[config.mk]
export PLATFORM = sky130hd
export DESIGN_NAME = op_status_rpt
export DESIGN_NICKNAME = d
export VERILOG_FILES = /design/src/rtl/op_status_rpt.sv
export SDC_FILE = /design/constraint.sdc
export NUM_CORES = 1
export LEC_CHECK = 0
export ABC_AREA = 1
export BUFFER_PORTS_ARGS = -buffer_cell sky130_fd_sc_hd__buf_2
export CAP_MARGIN = 25
export CORE_UTILIZATION = 46
export CTS_BUF_LIST = sky130_fd_sc_hd__clkbuf_16
export CTS_CLUSTER_SIZE = 10
export DETAILED_ROUTE_END_ITERATION = 16
export GPL_TIMING_DRIVEN = 0
export PLACE_DENSITY = 0.81
export SLEW_MARGIN = 20
export SYNTH_ARGS = -nofsm -noshare
export SYNTH_HDL_FRONTEND = slang
export SYNTH_SLANG_ARGS = --single-unit
[constraint.sdc]
create_clock -name clk -period 1.8 [get_ports clk]
set_input_delay 0 -clock clk [delete_from_list [all_inputs] [get_ports clk]]
set_output_delay 0 -clock clk [all_outputs]
set_load 0.02 [all_outputs]
[src/rtl/op_status_rpt.sv]
module op_status_rpt #(
  parameter int AW = 19
) (
  input  logic          clk,
  input  logic          rst_n,
  input  logic          boot_top,
  input  logic          rd_en,
  input  logic [AW-1:0] rd_addr,
  input  logic          op_busy,
  input  logic          op_susp,
  input  logic          op_err,
  input  logic          rst_cmd,
  input  logic [10:0]   erase_sel,
  output logic          stat_sel,
  output logic [7:0]    stat_data,
  output logic [3:0]    rd_sect
);
  localparam int NSEC = 11;

  logic [2:0] hi, mid;
  logic [3:0] sec;
  logic       hit, active, start;
  logic       busy_q, err_q, t6, t2;

  assign hi  = rd_addr[AW-1:AW-3];
  assign mid = rd_addr[AW-4:AW-6];

  always_comb begin
    if (boot_top) begin
      if (hi != 3'd7)  sec = {1'b0, hi};
      else if (!mid[2]) sec = 4'd7;
      else if (!mid[1]) sec = mid[0] ? 4'd9 : 4'd8;
      else              sec = 4'd10;
    end else begin
      if (hi != 3'd0)  sec = {1'b0, hi} + 4'd3;
      else if (mid[2])  sec = 4'd3;
      else if (!mid[1]) sec = 4'd0;
      else              sec = mid[0] ? 4'd2 : 4'd1;
    end
  end

  assign hit    = |(erase_sel & (NSEC'(1) << sec));
  assign active = err_q | (op_busy & ~op_susp) | (op_susp & hit);
  assign start  = op_busy & ~busy_q;

  always_ff @(posedge clk or negedge rst_n) begin
    if (!rst_n) begin
      busy_q    <= 1'b0;
      err_q     <= 1'b0;
      t6        <= 1'b0;
      t2        <= 1'b0;
      stat_sel  <= 1'b0;
      stat_data <= 8'h00;
      rd_sect   <= 4'd0;
    end else begin
      busy_q <= op_busy;
      if (op_err)       err_q <= 1'b1;
      else if (rst_cmd) err_q <= 1'b0;
      if (start) begin
        t6 <= 1'b0;
        t2 <= 1'b0;
      end else if (rd_en && active) begin
        if (!op_susp) t6 <= ~t6;
        if (hit)      t2 <= ~t2;
      end
      if (rd_en) begin
        stat_sel  <= active;
        stat_data <= active ? {1'b0, t6, err_q, 2'b00, t2, 2'b00} : 8'h00;
        rd_sect   <= sec;
      end
    end
  end

  AST_SUSP_HOLD: assert property (@(posedge clk) disable iff (!rst_n)
    (rd_en && op_susp && !start) |=> (t6 == $past(t6)));
  AST_SECT_HOLD: assert property (@(posedge clk) disable iff (!rst_n)
    (!hit && !start) |=> (t2 == $past(t2)));
  AST_ERR_STATUS: assert property (@(posedge clk) disable iff (!rst_n)
    (rd_en && err_q) |=> stat_sel);
  AST_IDLE_ARRAY: assert property (@(posedge clk) disable iff (!rst_n)
    (rd_en && !op_busy && !op_susp && !err_q) |=> !stat_sel);
  AST_START_CLR: assert property (@(posedge clk) disable iff (!rst_n)
    start |=> (!t6 && !t2));
  AST_ZERO_BITS: assert property (@(posedge clk) disable iff (!rst_n)
    (stat_data & 8'b1001_1011) == 8'h00);
  AST_SECT_RANGE: assert property (@(posedge clk) disable iff (!rst_n)
    rd_sect <= 4'd10);
endmodule

Yosys cells after proc, flatten, opt, wreduce, memory -nomap -nowiden
Index checks and enable logic that the tools add are counted.
{"block": "classes", "addsub": 1, "n_eq_ne": 2, "shifts": 1, "n_mux": 18, "bitwise": 10, "n_reduce_logical": 8}
{"cell": "$mux 4", "n": 4}
{"cell": "$and 11x11->11", "n": 1}
{"cell": "$reduce_or 11->1", "n": 1}
{"cell": "$shl 1x4->11 const A", "n": 1}
{"cell": "$mux 1", "n": 9}
{"cell": "$mux 2", "n": 4}
{"cell": "$mux 7", "n": 1}
{"cell": "$reduce_bool 2->1", "n": 3}
{"cell": "$add 3x2->4 const B", "n": 1}
{"cell": "$not 1->1", "n": 4}
{"cell": "$reduce_and 2->1", "n": 2}
{"cell": "$and 1x1->1", "n": 3}
{"cell": "$ne 3x3->1 const B", "n": 1}
{"cell": "$reduce_bool 3->1", "n": 1}
{"cell": "$ne 2x1->1 const B", "n": 1}
{"cell": "$or 1x1->1", "n": 2}
{"cell": "$logic_and 1x1->1", "n": 1}
{"block": "totals", "regBits": 17, "in_bits": 38, "out_inout_bits": 13, "word_cells": 47}

Depth between registers and ports, before layout
{"block": "depth", "word_depth": 13, "depth_mapped": 17, "depth_no_buf": 17}

Least setup slack after synthesis
OpenSTA, ideal clock, no wires.
{"block": "synth_path", "kind": "input to register", "startpoint": "input port rd_addr[16]", "endpoint": "register stat_data[2]", "setup_time_ps": 117, "t_arrival_ps": 1338, "t_required_ps": 1683, "path_slack_ps": 345, "cell_stages": 16, "path_buffers": 0, "cell_sequence": "inv_1 -> ha_1 -> inv_2 -> nor2_1 -> nand2_1 -> nand3_1 -> nand2_2 -> nand3_1 -> nand2_1 -> o21ai_1 -> nand2_1 -> and2_1 -> nand2_1 -> nand2_2 -> nand3_1 -> nand2_1"}
{"block": "synth_via", "elab_chain_len": 9, "word_cells_on_any_way": 12, "cone_classes": "1 x add/sub; 1 x eq/ne; 1 x shift; 4 x mux; 3 x bitwise; 2 x reduce/logical"}
{"item": "from (decl)", "line": "8", "source": "input logic [AW-1:0] rd_addr,"}
{"item": "$add 3x2->4, or another cell as far along", "line": "35", "source": "if (hi != 3'd0) sec = {1'b0, hi} + 4'd3;"}
{"item": "$mux 4 (on tied branches)", "line": "35, 30"}
{"item": "$mux 4 (*)", "line": "29", "source": "if (boot_top) begin"}
{"item": "$shl 1x4->11 (*)", "line": "42", "source": "assign hit = |(erase_sel & (NSEC'(1) << sec));"}
{"item": "$and 11x11->11 (*)", "line": "42"}
{"item": "$reduce_or 11->1 (*)", "line": "42"}
{"item": "$and 1x1->1 (*)", "line": "43", "source": "assign active = err_q | (op_busy & ~op_susp) | (op_susp & hit);"}
{"item": "$or 1x1->1 (*)", "line": "43"}
{"item": "$mux 7 (*)", "line": "68", "source": "stat_data <= active ? {1'b0, t6, err_q, 2'b00, t2, 2'b00} : 8'h00;"}
{"item": "to (signal assigned)", "line": "68"}
{"item": "to (decl)", "line": "15", "source": "output logic [7:0] stat_data,"}
Mark *: on every way between the ends. The rest lies on a longest branch, timed or not.
A chain may end at the register's enable or synchronous reset.

Worst setup path in the final report
{"block": "layout_path", "startpoint": "input port rd_addr[16]", "endpoint": "register stat_data[6]"}
Same word-level chain as after synthesis.

==> impl_metrics.json <==
{
  "hp-class": "in2reg",
  "area_growth_pct": 33.9,
  "crit_top_cell": "nand2_1",
  "min_period_over_period": 0.874,
  "grt_usage": 0.208,
  "worstPathRequired_ns": 1.93,
  "netlist_instances": 140,
  "synth_seq_cells": 12,
  "n_fill_cell": 171,
  "max_freq_ghz": 0.636,
  "initial_core_util": 0.491,
  "gr-total-overflow": 0,
  "grt_pass1_wl_um": 3330,
  "cap_violations": 0,
  "hold_depth": 3,
  "status": "finished clean",
  "hold_violations": 0,
  "arrival_ns": 1.70,
  "setup_violations": 0,
  "crit_start": "rd_addr[16]",
  "rsz0062_at_grt": "false",
  "drt-pass1-iter-count": 4,
  "p_leak_nw": 0.734,
  "cp_slowest_cell": "ha_2",
  "vias": 1004,
  "dp_cells": 203,
  "viasPerCell": 4.76,
  "total_power_w": 0.00103,
  "grt_pass1_vias": 848,
  "r2r-end": "err_q",
  "clock_latency_ns": 0.24,
  "timing.hold.ws_ns": 0.0724,
  "clock-sinks": 12,
  "reg2reg_depth": 3,
  "final_cells": 211,
  "crit_chain": "buf_2 -> inv_1 -> ha_2 -> inv_2 -> nor2_1 -> nand2_1 -> nand3_1 -> nand2_2 -> nand3_1 -> nand2_1 -> o21ai_1 -> nand2_1 -> and2_1 -> nand2_1 -> nand2_2 -> nand3_1 -> nand2_1",
  "die_h_um": 48,
  "synth.avg_cell_area_um2": 6.95,
  "met1_length_um": 928,
  "num_antenna_cells": 0,
  "multi_input_area_um2": 567,
  "wl_met3_um": 90,
  "dieArea_um2": 2300,
  "place_area_um2": 1180,
  "yosysSeqAreaShare": 0.308,
  "drc_errors": 0,
  "yosysWarnings": 0,
  "crit_fanout": 7,
  "drive_above_1_share": 0.337,
  "ys_types": 27,
  "routed_wl_um": 2230,
  "cts_tree": "built",
  "fin_crit_ns": 1.57,
  "synth_top_cell_by_area": "dfrtp_1",
  "netlist.area_leader.share": 0.308,
  "gp_congestion": 0.781,
  "nNetsFinal": 226,
  "syn_area_um2": 973,
  "ir_drop_v": 0.000449,
  "core-area_um2": 1980,
  "root_buffer": "clkbuf_16",
  "finClkSkew_ns": 0.00158,
  "hold_end": "stat_sel",
  "clockBufferDepth": 2,
  "critPathLaunchType": "primary input",
  "routed-wl-met2_um": 1190,
  "cts_buffers": 3,
  "rows": 16,
  "ios": 51,
  "wire_per_inst_um": 10.5,
  "cp-end-kind": "flop",
  "io_buffer_count": 32,
  "clk_pin_slew_ns": 0.04,
  "powerDensity_nw_per_um2": 793,
  "grt_antenna_before_repair": 0,
  "final-max-slew-violation-count": 0,
  "rr_startpoint": "err_q",
  "hp-start": "rd_en",
  "regToRegSetupSlack_ns": 0.58,
  "htreeDepth": 1,
  "synth.area.top_cells": "dfrtp_1, nand2_1, inv_1",
  "dp_hpwl_um": 1650,
  "regArea_um2": 300,
  "die_w_um": 48,
  "slowest_delay_ns": 0.23,
  "grt_max_degree": 13,
  "ant_nets": 0,
  "highest_layer": "met4",
  "drtIter0Drc": 24,
  "critPathKind": "in2reg",
  "postLayoutCellArea_um2": 1300
}
==> state kept, by name, indices dropped and copies added (netlist names) <==
name       flops
t2             1
t6             1
stat_sel       1
rd_sect        4
err_q          1
busy_q         1
stat_data      3
==> layout by cell type (no fill, tap or decap), drive strengths merged <==
| cell type | Yosys | routed |
|---|---|---|
| nand3b | 1 | 1 |
| xor2 | 1 | 1 |
| o21bai | 1 | 1 |
| clkinv | 1 | 2 |
| clkbuf | 1 | 4 |
| ha | 3 | 3 |
| nand2 | 46 | 46 |
| conb | 1 | 5 |
| nand3 | 14 | 14 |
| a21oi | 2 | 2 |
| dlygate4sd3 | 0 | 4 |
| inv | 21 | 21 |
| buf | 5 | 37 |
| o21ai | 8 | 8 |
| o2111ai | 1 | 1 |
| and2 | 1 | 1 |
| nor2 | 12 | 12 |
| o211ai | 1 | 1 |
| nand4 | 7 | 7 |
| a21boi | 1 | 1 |
| dfrtp | 12 | 12 |
==> worst max path at each step <==
stage,to,slack [ns]
2_1_floorplan,stat_data[2],0.34
3_3_place_gp,stat_data[2],0.06
3_5_place_dp,stat_data[6],-0.01
4_1_cts,stat_data[6],0.21
5_1_grt,stat_data[6],0.03
6_report,stat_data[6],0.23
==> worst max-delay path, delay by kind of cell <==
kind / cells / cell delay, ns
buffers and inverters: 3 / 0.30
AOI/OAI and AO/OA: 1 / 0.12
and+or+nand+nor: 12 / 1.04
adders and majority gates: 1 / 0.23
==> cell families (layout without fill, tap and decap cells) <==
group | after synthesis | after routing | share of synthesized area
simple gates | 81 | 81 | 0.429
buf+inv | 28 | 68 | 0.127
compound gates | 14 | 14 | 0.0835
flops | 12 | 12 | 0.308
fa+ha+maj | 3 | 3 | 0.0386
other cells | 1 | 5 | 0.00385
xor+xnor | 1 | 1 | 0.00900
==> layer usage <==
| layer | vias to the layer above | track usage |
|---|---|---|
| li1 | 526 | - |
| met1 | 443 | 0.222 |
| met2 | 33 | 0.408 |
| met3 | 2 | 0.0226 |
| met4 | 0 | 0.0833 |
| met5 | - | 0 |
==> report_power, final <==
group          internal [W]  leakage, nW  total, W  switching [W]
Sequential         0.000308        0.146  0.000332      0.0000234
Combinational      0.000111        0.549  0.000292       0.000181
Clock              0.000293       0.0385  0.000410       0.000118
Total              0.000712        0.734   0.00103       0.000322
==> through the flow <==
| stage | TNS (ns) | utilization | worst slack (ns) |
|---|---|---|---|
| after floorplan | 0 | - | 0.345 |
| after global placement | 0 | 0.597 | 0.0569 |
| after detailed placement | -0.0277 | 0.597 | -0.0129 |
| after CTS | 0 | 0.657 | 0.208 |
| after global routing | 0 | 0.658 | 0.0274 |
| final | 0 | 0.658 | 0.227 |
==> synthesized netlist by cell type <==
library cell	number
a21boi_1	1
a21oi_1	2
and2_1	1
buf_4	5
clkbuf_1	1
clkinv_1	1
conb_1	1
dfrtp_1	12
ha_1	3
inv_1	17
inv_2	4
nand2_1	37
nand2_2	8
nand2_4	1
nand3_1	10
nand3_2	4
nand3b_1	1
nand4_1	7
nor2_1	8
nor2_2	1
nor2_4	3
o2111ai_1	1
o211ai_1	1
o21ai_0	7
o21ai_1	1
o21bai_1	1
xor2_1	1
==> cell type report <==
type                       instances  share of cell area
buffer                             6              0.0317
clock buffer                       3              0.0576
clock inverter                     1             0.00288
inverter                          22              0.0633
multi-input combinational        104               0.435
sequential                        12               0.230
tap                               27              0.0259
timing repair buffer              36               0.154
==> repair_timing <==
action	in CTS	in global routing
hold buffers	4	0
endpoints found under the hold margin	14	0
gates resized for setup	0	1
setup buffers	0	0
setup endpoints to repair	0	1
No activity file was read; power rests on OpenSTA's default activity.
